===== config.mk =====
export PLATFORM = sky130hd
export DESIGN_NAME = dram_init_seq
export DESIGN_NICKNAME = d
export VERILOG_FILES = /design/src/rtl/dram_init_pkg.sv /design/src/rtl/dram_init_timer.sv /design/src/rtl/dram_init_mode_words.sv /design/src/rtl/dram_init_seq.sv
export SDC_FILE = /design/constraint.sdc
export NUM_CORES = 1
export LEC_CHECK = 0
export ABC_AREA = 1
export ABC_CLOCK_PERIOD_IN_PS = 1500
export BUFFER_PORTS_ARGS = -buffer_cell sky130_fd_sc_hd__buf_2
export CORE_UTILIZATION = 40
export CTS_CLUSTER_SIZE = 10
export DETAILED_ROUTE_END_ITERATION = 12
export SYNTH_ARGS = -nofsm -noshare
export SYNTH_HDL_FRONTEND = slang
export SYNTH_SLANG_ARGS = --single-unit
export TNS_END_PERCENT = 100

===== constraint.sdc =====
create_clock -name clk -period 1.5 [get_ports clk]
set_input_delay 0.3 -clock clk [delete_from_list [all_inputs] [get_ports clk]]
set_output_delay 0.3 -clock clk [all_outputs]
set_load 0.01 [all_outputs]

===== src/rtl/dram_init_pkg.sv =====
// Shared encodings for the DRAM initialization sequencer.
// Assumes: commands are driven as {cs_n, ras_n, cas_n, we_n}.
package dram_init_pkg;

    typedef enum logic [3:0] {
        CMD_NOP = 4'b0111,
        CMD_PRE = 4'b0010,
        CMD_REF = 4'b0001,
        CMD_MRS = 4'b0000
    } cmd_e;

    typedef enum logic [3:0] {
        ST_STABLE,
        ST_PRE_A,
        ST_EMRS,
        ST_MRS_DLL,
        ST_PRE_B,
        ST_REF,
        ST_MRS_FIN,
        ST_LOCK,
        ST_DONE
    } step_e;

    function automatic int unsigned max_of(input int unsigned a, input int unsigned b);
        return (a > b) ? a : b;
    endfunction

endpackage


===== src/rtl/dram_init_timer.sv =====
// Loadable down-counter that saturates at zero.
// Used for the command gap/stable wait and for the DLL lock wait.
// Assumes: load has priority over counting; RST_VAL fits in W bits.
module dram_init_timer #(
    parameter int unsigned W       = 8,
    parameter int unsigned RST_VAL = 0
) (
    input  logic         clk,
    input  logic         rst_n,
    input  logic         load,
    input  logic [W-1:0] value,
    output logic         zero
);

    logic [W-1:0] cnt_q;

    // Count down to zero, reload on request.
    always_ff @(posedge clk) begin
        if (!rst_n)              cnt_q <= W'(RST_VAL);
        else if (load)           cnt_q <= value;
        else if (cnt_q != '0)    cnt_q <= cnt_q - 1'b1;
    end

    assign zero = (cnt_q == '0);

endmodule


===== src/rtl/dram_init_mode_words.sv =====
// Builds the mode-register and extended-mode-register address words
// from parameters, and rejects reserved choices at elaboration.
// Assumes: BURST_LEN 0 means full page; DRIVE bit0 -> A1, bit1 -> A6.
// The DLL-reset bit (A8) is added by the sequencer.
module dram_init_mode_words #(
    parameter int unsigned CAS_LAT    = 4,
    parameter int unsigned BURST_LEN  = 4,
    parameter int unsigned BURST_TYPE = 0,
    parameter int unsigned DRIVE      = 0,
    parameter int unsigned ADDR_W     = 12
) (
    output logic [ADDR_W-1:0] mrs_word,
    output logic [ADDR_W-1:0] emrs_word
);

    function automatic logic [2:0] burst_code(input int unsigned bl);
        case (bl)
            2:       return 3'b001;
            4:       return 3'b010;
            8:       return 3'b011;
            0:       return 3'b111;
            default: return 3'b000;
        endcase
    endfunction

    localparam logic [2:0] BL_CODE = burst_code(BURST_LEN);

    localparam logic [ADDR_W-1:0] MRS_W =
        ADDR_W'(BL_CODE) | (ADDR_W'(BURST_TYPE) << 3) | (ADDR_W'(CAS_LAT) << 4);
    localparam logic [ADDR_W-1:0] EMRS_W =
        (ADDR_W'(DRIVE % 2) << 1) | (ADDR_W'(DRIVE / 2) << 6);

    if (CAS_LAT < 3 || CAS_LAT > 5) begin : g_bad_cl
        $error("CAS_LAT must be 3, 4 or 5");
    end
    if (BL_CODE == 3'b000) begin : g_bad_bl
        $error("BURST_LEN must be 2, 4, 8 or 0 (full page)");
    end
    if (BURST_TYPE > 1 || (BURST_LEN == 0 && BURST_TYPE != 0)) begin : g_bad_bt
        $error("BURST_TYPE invalid; full page needs sequential");
    end
    if (DRIVE > 1) begin : g_bad_drv
        $error("DRIVE code reserved");
    end
    if (ADDR_W < 9) begin : g_bad_aw
        $error("ADDR_W must reach A8");
    end

    assign mrs_word  = MRS_W;
    assign emrs_word = EMRS_W;

endmodule


===== src/rtl/dram_init_seq.sv =====
// DRAM power-up initialization sequencer.
// Holds CKE low for STABLE_CYC cycles, then plays precharge, EMRS (DLL on),
// MRS (DLL reset), precharge, N_REF refreshes and a final MRS, each spaced by
// its gap; raises init_done once the DLL lock wait has also expired.
// A restart while done reruns from the DLL-reset MRS.
// Assumes: clk is already stable when rst_n is released.
module dram_init_seq
    import dram_init_pkg::*;
#(
    parameter int unsigned STABLE_CYC = 40000,
    parameter int unsigned LOCK_CYC   = 200,
    parameter int unsigned T_RP       = 4,
    parameter int unsigned T_RFC      = 17,
    parameter int unsigned T_MRD      = 2,
    parameter int unsigned N_REF      = 2,
    parameter int unsigned CAS_LAT    = 4,
    parameter int unsigned BURST_LEN  = 4,
    parameter int unsigned BURST_TYPE = 0,
    parameter int unsigned DRIVE      = 0,
    parameter int unsigned ADDR_W     = 12,
    parameter int unsigned BA_W       = 2,
    parameter int unsigned AP_BIT     = 8
) (
    input  logic              clk,
    input  logic              rst_n,
    input  logic              restart,
    output logic              cke,
    output logic              cs_n,
    output logic              ras_n,
    output logic              cas_n,
    output logic              we_n,
    output logic [BA_W-1:0]   ba,
    output logic [ADDR_W-1:0] addr,
    output logic              init_done
);

    localparam int unsigned GMAX = max_of(max_of(STABLE_CYC, T_RFC), max_of(T_RP, T_MRD));
    localparam int unsigned GW   = $clog2(GMAX + 1);
    localparam int unsigned LW   = $clog2(LOCK_CYC + 1);
    localparam int unsigned RW   = $clog2(N_REF + 1);
    localparam logic [GW-1:0] GAP_RP  = GW'(T_RP - 1);
    localparam logic [GW-1:0] GAP_RFC = GW'(T_RFC - 1);
    localparam logic [GW-1:0] GAP_MRD = GW'(T_MRD - 1);
    localparam logic [ADDR_W-1:0] AP_WORD  = ADDR_W'(1) << AP_BIT;
    localparam logic [ADDR_W-1:0] DLL_BIT  = ADDR_W'(1) << 8;

    if (T_MRD < 2 || N_REF < 2 || LOCK_CYC < 1 || STABLE_CYC < 1 ||
        T_RP < 1 || T_RFC < 1 || AP_BIT >= ADDR_W) begin : g_bad_timing
        $error("timing or width parameter out of range");
    end

    logic [ADDR_W-1:0] mrs_word, emrs_word;
    logic              gap_zero, lock_zero;
    logic              gap_load, lock_load;
    logic [GW-1:0]     gap_val;

    step_e             step_q, step_n;
    cmd_e              cmd_q, cmd_n;
    logic [BA_W-1:0]   ba_q, ba_n;
    logic [ADDR_W-1:0] addr_q, addr_n;
    logic              cke_q, cke_n, done_q, done_n;
    logic [RW-1:0]     ref_q, ref_n;

    dram_init_mode_words #(
        .CAS_LAT(CAS_LAT), .BURST_LEN(BURST_LEN), .BURST_TYPE(BURST_TYPE),
        .DRIVE(DRIVE), .ADDR_W(ADDR_W)
    ) u_words (
        .mrs_word(mrs_word), .emrs_word(emrs_word)
    );

    // Gap timer; its reset value doubles as the clock-stable wait.
    dram_init_timer #(.W(GW), .RST_VAL(STABLE_CYC - 1)) u_gap (
        .clk(clk), .rst_n(rst_n), .load(gap_load), .value(gap_val), .zero(gap_zero)
    );

    // DLL lock timer, started by the DLL-reset mode write.
    dram_init_timer #(.W(LW), .RST_VAL(0)) u_lock (
        .clk(clk), .rst_n(rst_n), .load(lock_load), .value(LW'(LOCK_CYC - 1)),
        .zero(lock_zero)
    );

    // Next-step decode: issue one command when the gap has elapsed.
    always_comb begin
        step_n    = step_q;
        cmd_n     = CMD_NOP;
        ba_n      = '0;
        addr_n    = '0;
        cke_n     = cke_q;
        done_n    = done_q;
        ref_n     = ref_q;
        gap_load  = 1'b0;
        gap_val   = '0;
        lock_load = 1'b0;
        case (step_q)
            ST_STABLE: if (gap_zero) begin
                cke_n  = 1'b1;
                step_n = ST_PRE_A;
            end
            ST_PRE_A, ST_PRE_B: if (gap_zero) begin
                cmd_n    = CMD_PRE;
                addr_n   = AP_WORD;
                gap_load = 1'b1;
                gap_val  = GAP_RP;
                ref_n    = RW'(N_REF);
                step_n   = (step_q == ST_PRE_A) ? ST_EMRS : ST_REF;
            end
            ST_EMRS: if (gap_zero) begin
                cmd_n    = CMD_MRS;
                ba_n     = BA_W'(1);
                addr_n   = emrs_word;
                gap_load = 1'b1;
                gap_val  = GAP_MRD;
                step_n   = ST_MRS_DLL;
            end
            ST_MRS_DLL: if (gap_zero) begin
                cmd_n     = CMD_MRS;
                addr_n    = mrs_word | DLL_BIT;
                gap_load  = 1'b1;
                gap_val   = GAP_MRD;
                lock_load = 1'b1;
                step_n    = ST_PRE_B;
            end
            ST_REF: if (gap_zero) begin
                cmd_n    = CMD_REF;
                gap_load = 1'b1;
                gap_val  = GAP_RFC;
                ref_n    = ref_q - 1'b1;
                if (ref_q == RW'(1)) step_n = ST_MRS_FIN;
            end
            ST_MRS_FIN: if (gap_zero) begin
                cmd_n    = CMD_MRS;
                addr_n   = mrs_word;
                gap_load = 1'b1;
                gap_val  = GAP_MRD;
                step_n   = ST_LOCK;
            end
            ST_LOCK: if (gap_zero && lock_zero) begin
                done_n = 1'b1;
                step_n = ST_DONE;
            end
            ST_DONE: if (restart) begin
                done_n = 1'b0;
                step_n = ST_MRS_DLL;
            end
            default: step_n = ST_STABLE;
        endcase
    end

    // Register the step and every pin-facing output.
    always_ff @(posedge clk) begin
        if (!rst_n) begin
            step_q <= ST_STABLE;
            cmd_q  <= CMD_NOP;
            ba_q   <= '0;
            addr_q <= '0;
            cke_q  <= 1'b0;
            done_q <= 1'b0;
            ref_q  <= '0;
        end else begin
            step_q <= step_n;
            cmd_q  <= cmd_n;
            ba_q   <= ba_n;
            addr_q <= addr_n;
            cke_q  <= cke_n;
            done_q <= done_n;
            ref_q  <= ref_n;
        end
    end

    assign {cs_n, ras_n, cas_n, we_n} = cmd_q;
    assign cke       = cke_q;
    assign ba        = ba_q;
    assign addr      = addr_q;
    assign init_done = done_q;

    // no command while clock enable is low.
    a_r1_cke_low_quiet: assert property (@(posedge clk) disable iff (!rst_n)
        !cke_q |-> (cmd_q == CMD_NOP));
    // clock enable never drops once raised.
    a_r1_cke_stays: assert property (@(posedge clk) disable iff (!rst_n)
        cke_q |=> cke_q);
    // a mode write is always followed by at least one NOP.
    a_r7_mrd_gap: assert property (@(posedge clk) disable iff (!rst_n)
        (cmd_q == CMD_MRS) |=> (cmd_q == CMD_NOP));
    // done never rises before the lock timer expires.
    a_r8_lock_before_done: assert property (@(posedge clk) disable iff (!rst_n)
        $rose(done_q) |-> lock_zero);
    // the bus is idle with clock enable high while done.
    a_r9_done_quiet: assert property (@(posedge clk) disable iff (!rst_n)
        done_q |-> (cmd_q == CMD_NOP && cke_q));
    // an accepted restart clears done.
    a_r10_restart_clears: assert property (@(posedge clk) disable iff (!rst_n)
        (done_q && restart) |=> !done_q);

endmodule


---- After elaboration in Yosys (flattened, before gate mapping) ----
Index checks and enable logic that the tools add are counted.
storage, ports and cells
  register bits after elaboration ......... 50
  input port bits ......................... 3
  output and inout port bits .............. 20
  word-level logic and storage cells ...... 88
cells by class
  $add $sub $neg .......................... 3
  equal/unequal tests ..................... 18
  muxes and demuxes ....................... 37
  bitwise operators ....................... 1
  reductions and logical operators ........ 19
operators with widths
  operator               number
  $mux 4                 9
  $mux 16                2
  $pmux 4 s8             1
  $pmux 9 s3             1
  $mux 9                 2
  $ne 2x2->1 const B     9
  $eq 4x3->1 const B     4
  $logic_not 16->1       1
  $mux 8                 2
  $reduce_bool 16->1     1
  $sub 16x1->16 const B  1
  $pmux 5 s3             1
  $mux 3                 4
  $pmux 3 s3             1
  $reduce_and 9->1       1
  $eq 4x2->1 const B     2
  $logic_not 8->1        1
  $reduce_bool 2->1      4
  $reduce_bool 8->1      1
  $sub 8x1->8 const B    1
  $mux 1                 7
  $mux 7                 1
  $mux 2                 3
  $reduce_and 3->1       2
  other kinds (14)       16

---- Logic depth before layout (Yosys ltp) ----
  depth after elaboration ................. 4
  depth in mapped cells ................... 10
  depth with buffers taken out ............ 10

---- By module ----
A second synthesis with hierarchy kept.
second synthesis, totals
  cells, all modules ...................... 441
  area total of the unflattened synthesis .. 3,030.4 um^2
by module, submodules not included
  module                    times used  cells an instance  area an instance (um^2)  sequential area each (um^2)
  dram_init_seq             1           181                1,281.2                  480.5
  dram_init_timer (u_gap)   1           164                1,083.5                  320.3
  dram_init_timer (u_lock)  1           70                 478.0                    160.2
  dram_init_mode_words      1           26                 187.7                    0.0

---- Worst setup path after synthesis ----
OpenSTA, ideal clock, no wires.
  path type ............................... register -> register
  start point ............................. reg u_gap.cnt_q[0]
  end point ............................... reg u_gap.cnt_q[15]
  setup time .............................. 0.129 ns
  arrival ................................. 1.296 ns
  required time ........................... 1.371 ns
  setup slack ............................. 0.075 ns
  stages on the path, launching flop included .. 11
  path buffers ............................ 0
  clock period less this slack ............ 1.425 ns
  cell sequence ........................... dfxtp_1 -> inv_1 -> ha_1 -> nand2_2 -> nor2_4 -> nand2_8 -> nand2_1 -> nor2_1 -> nand2_1 -> nand2_1 -> nand3_1
on the way
  cells in the longest elaborated chain, start to end .. 4
  elaborated cells between the ends (all ways) .. 8
  those cells by class .................... 1 x add/sub; 4 x mux; 3 x reduce/logical
RTL lines
  item                                                                   RTL line               source
  from (decl)                                                            dram_init_timer.sv:15  logic [W-1:0] cnt_q;
  from (signal assigned)                                                 dram_init_timer.sv:19  if (!rst_n) cnt_q <= W'(RST_VAL);
  from (signal assigned)                                                 dram_init_timer.sv:20  else if (load) cnt_q <= value;
  from (signal assigned)                                                 dram_init_timer.sv:21  else if (cnt_q != '0) cnt_q <= cnt_q - 1'b1;
  parallel branches: the longest is 4 deep, another holds $sub 16x1->16  --
Parallel ways; which one is timed is not known. The select of a mux whose other input is x is not followed.
A chain may end at the register's enable or synchronous reset.

---- Worst setup path in the final report ----
  start point ............................. reg u_gap.cnt_q[1]
  end point ............................... reg u_gap.cnt_q[6]
The elaborated chain is that of the path after synthesis.

==> key figures <==
Outcome
  – Status: finished clean

Synth
  – Yosys cell types: 35
  – Top-count cell post-synth: nand2_1
  – Largest area contributor in the netlist: dfxtp_1
  – Post-synthesis sequential area ratio: 36.7%
  – Area contributors post-synth: dfxtp_1 37%, nand2_1 8.7%, nor2_1 7.4%, nand3_1 5.8%, inv_1 5.6%
  – Yosys top cell area share: 36.7%
  – Synth cell count leaders: 48 x nand2_1, 41 x nor2_1, 38 x dfxtp_1
  – Synth Register Bits: 38
  – Cells after Synth: 289
  – Syn Area/Cell: 7.17 um2
  – Ys async rst share: 0%
  – EDFF count, synth: 0
  – Syn Std Cell Area: 2070 um2
  – Synth Flop Type: dfxtp_1
  – Synth Warn #: 0

Worst setup path
  – Crit-path max FO: 5
  – Critical path's slowest cell: dfxtp_2
  – Reg2Reg Launch Point: u_gap.cnt_q[1]$_SDFFE_PN1P_
  – CP Launch Point: u_gap.cnt_q[1]$_SDFFE_PN1P_
  – End point of the critical path: u_gap.cnt_q[6]$_SDFFE_PN0P_
  – Max stage delay on crit path: 0.33 ns
  – Cells on worst reg2reg path: 9
  – Cells along the critical path: inv_2, ha_4, nand2_4, nor2_4, buf_6, nand2_4, nand2_1, xor2_1, nor2_1
  – Worst setup SP type: flip-flop
  – Critical path's most frequent cell: nand2_4
  – Worst EP arrival: 1.63 ns
  – Setup crit end kind: flip-flop
  – RR Endpoint: u_gap.cnt_q[6]$_SDFFE_PN0P_
  – CP Class: reg -> reg
  – Worst reg2reg setup slack: 0.06 ns
  – WP data required: 1.69 ns

Clock network
  – TritonCTS buffer count: 5
  – Clock tree buffer depth: 2
  – CTS Root Cell: clkbuf_8
  – CTS Hold Buffers Added: 0
  – CTS tree: yes
  – Clock Sink Count: 38
  – Clock-pin slew on the worst setup and hold paths: 0.08 ns
  – Clk_lat worst skew: 0.29 ns
  – H-tree Lvls: 2

Placed design
  – Post-detailed-placement half-perimeter wirelength: 3.33 mm
  – Port bufs: 11
  – Placed instance count: 374
  – Gpl congestion: 0.879

Routing
  – Vias post-DR: 1847
  – DRT iter0 DRCs: 92
  – WL final: 4.42 mm
  – Drt wl/cell: 11.5 um
  – Drt pass-1 iters: 4
  – Via density: 4.81
  – Remaining antenna violation count after routing: 0
  – Residual DRC: 0

Die
  – FP Rows: 25
  – CORE AREA: 4850 um2
  – Top-Level Pins: 23
  – Die width: 74.0 um
  – Die ar.: 5480 um2
  – Die Y: 74.0 um
  – Initial Utilization: 42.8%

Timing
  – Final period util: 96.0%
  – Fmax achieved: 695 MHz
  – Final hold violations: 0
  – Tmin final: 1.44 ns
  – Final setup violation count: 0
  – Max Slew Vio Count: 0
  – Post-Route Skew: 0.00715 ns
  – RSZ-0062 raised after global routing: true

Finish
  – Utilization after layout: 50.6%
  – Area growth syn-to-layout: 18.3%
  – Number of diodes: 0
  – Share of layout cells above drive strength 1: 25.6%
  – Post-layout nets: 322
  – Finished Layout Cells: 384

GRT
  – Global Route Usage Sum: 16.9%
  – Number of global-route vias before repair: 1649
  – Largest net degree at the start of global routing: 20
  – Initial antenna violation count: 0
  – GRT overflow: 0
  – Global-route wire length before repair: 7.08 mm

Power
  – Worst-case vdd ir drop: 0.000540 V
  – Lkg Pwr: 1.08 nW
  – Power per Cell Area: 1060 nW/um2

Hold path
  – Hold crit path type: in -> reg

Job
  – Max Cap Viol: 0
sequential cells by signal, summed over array words and instances, names as in the netlist:
signal / count
addr: 2
init_done: 1
ba: 1
step_q: 4
u_lock.cnt_q: 8
cmd_q: 3
cke: 1
u_gap.cnt_q: 16
ref_q: 2
per-layer routing:
| metal | track usage (%) | part of all wire (%) |
|---|---|---|
| met1 | 22.7 | 50 |
| met2 | 26.5 | 46 |
| met3 | 4.07 | 2.7 |
| met4 | 5.77 | 0.88 |
| met5 | 0 | 0 |
logic make-up after synthesis:
family / share of synthesized area, %
buf+inv: 12.3
compound gates: 11.5
xor+xnor: 3.80
flops: 36.7
simple gates: 33.7
other cells: 0.181
fa+ha+maj: 1.81
cells in the final DEF, fill, tap and decap left out, drive strengths merged:
cell / instances
dfxtp: 38
o211ai: 1
a31oi: 2
nand2: 54
nand3b: 1
buf: 25
nand4: 3
a21o: 1
bufinv: 1
ha: 3
o21ai: 15
conb: 11
xnor2: 1
clkbuf: 5
nand3: 26
o2111ai: 2
nor3b: 1
inv: 37
nor2: 53
a21oi: 17
nor3: 7
clkinv: 2
o21a: 2
nor4: 1
xor2: 8
final cells by class:
class	instances	area (um2)
Timing Repair Buffer	25	164
Tap cell	67	83.8
Clock inverter	3	40.0
Clock buffer	5	68.8
Fill cell	509	2400
Multi-Input combinational cell	209	1180
Inverter	37	144
Sequential cell	38	767
worst min path at each step:
stage / start / to / slack, ns / cells after the start
after global placement: ref_q[0]$_SDFFE_PN0P_ / ref_q[0]$_SDFFE_PN0P_ / 0.44 / 1
after detailed placement: cke$_SDFFE_PN0P_ / cke$_SDFFE_PN0P_ / 0.46 / 1
final: restart / init_done$_SDFFE_PN0P_ / 0.27 / 4
after CTS: restart / init_done$_SDFFE_PN0P_ / 0.27 / 4
after global routing: restart / init_done$_SDFFE_PN0P_ / 0.30 / 4
after floorplan: ref_q[0]$_SDFFE_PN0P_ / ref_q[0]$_SDFFE_PN0P_ / 0.43 / 1
worst max-delay path, delay by kind of cell (launching register included):
kind | cells | cell delay [ns]
AND/OR/NAND/NOR | 5 | 0.50
buffers and inverters | 2 | 0.19
XOR/XNOR | 1 | 0.17
flip-flops | 1 | 0.33
adder cells (fa/ha/maj) | 1 | 0.14
power by group:
group,internal [W],switching (W)
Clock,0.000490,0.000378
Sequential,0.00109,0.0000517
Combinational,0.000256,0.000339
timing repair:
item	4_1_cts	5_1_grt
resized for setup	1	25
endpoints found under the setup margin	4	25
endpoints found under the hold margin	0	0
setup buffers	0	1
pin swaps	1	13
gates cloned	0	1
through the flow:
| step | setup TNS (ns) | instance area (um2) | hold WS [ns] | total power (W) | setup slack, ns |
|---|---|---|---|---|---|
| 2_1_floorplan | 0 | 2110 | 0.432 | 0.00157 | 0.0748 |
| 3_3_place_gp | 0 | 2240 | 0.445 | 0.00169 | 0.0309 |
| 3_5_place_dp | -0.00360 | 2240 | 0.459 | 0.00169 | -0.00360 |
| 4_1_cts | 0 | 2350 | 0.271 | 0.00255 | 0.00482 |
| 5_1_grt | -0.0583 | 2450 | 0.295 | 0.00275 | -0.0209 |
| 6_report | 0 | 2450 | 0.272 | 0.00260 | 0.0604 |
No activity file was read; power rests on OpenSTA's default activity.
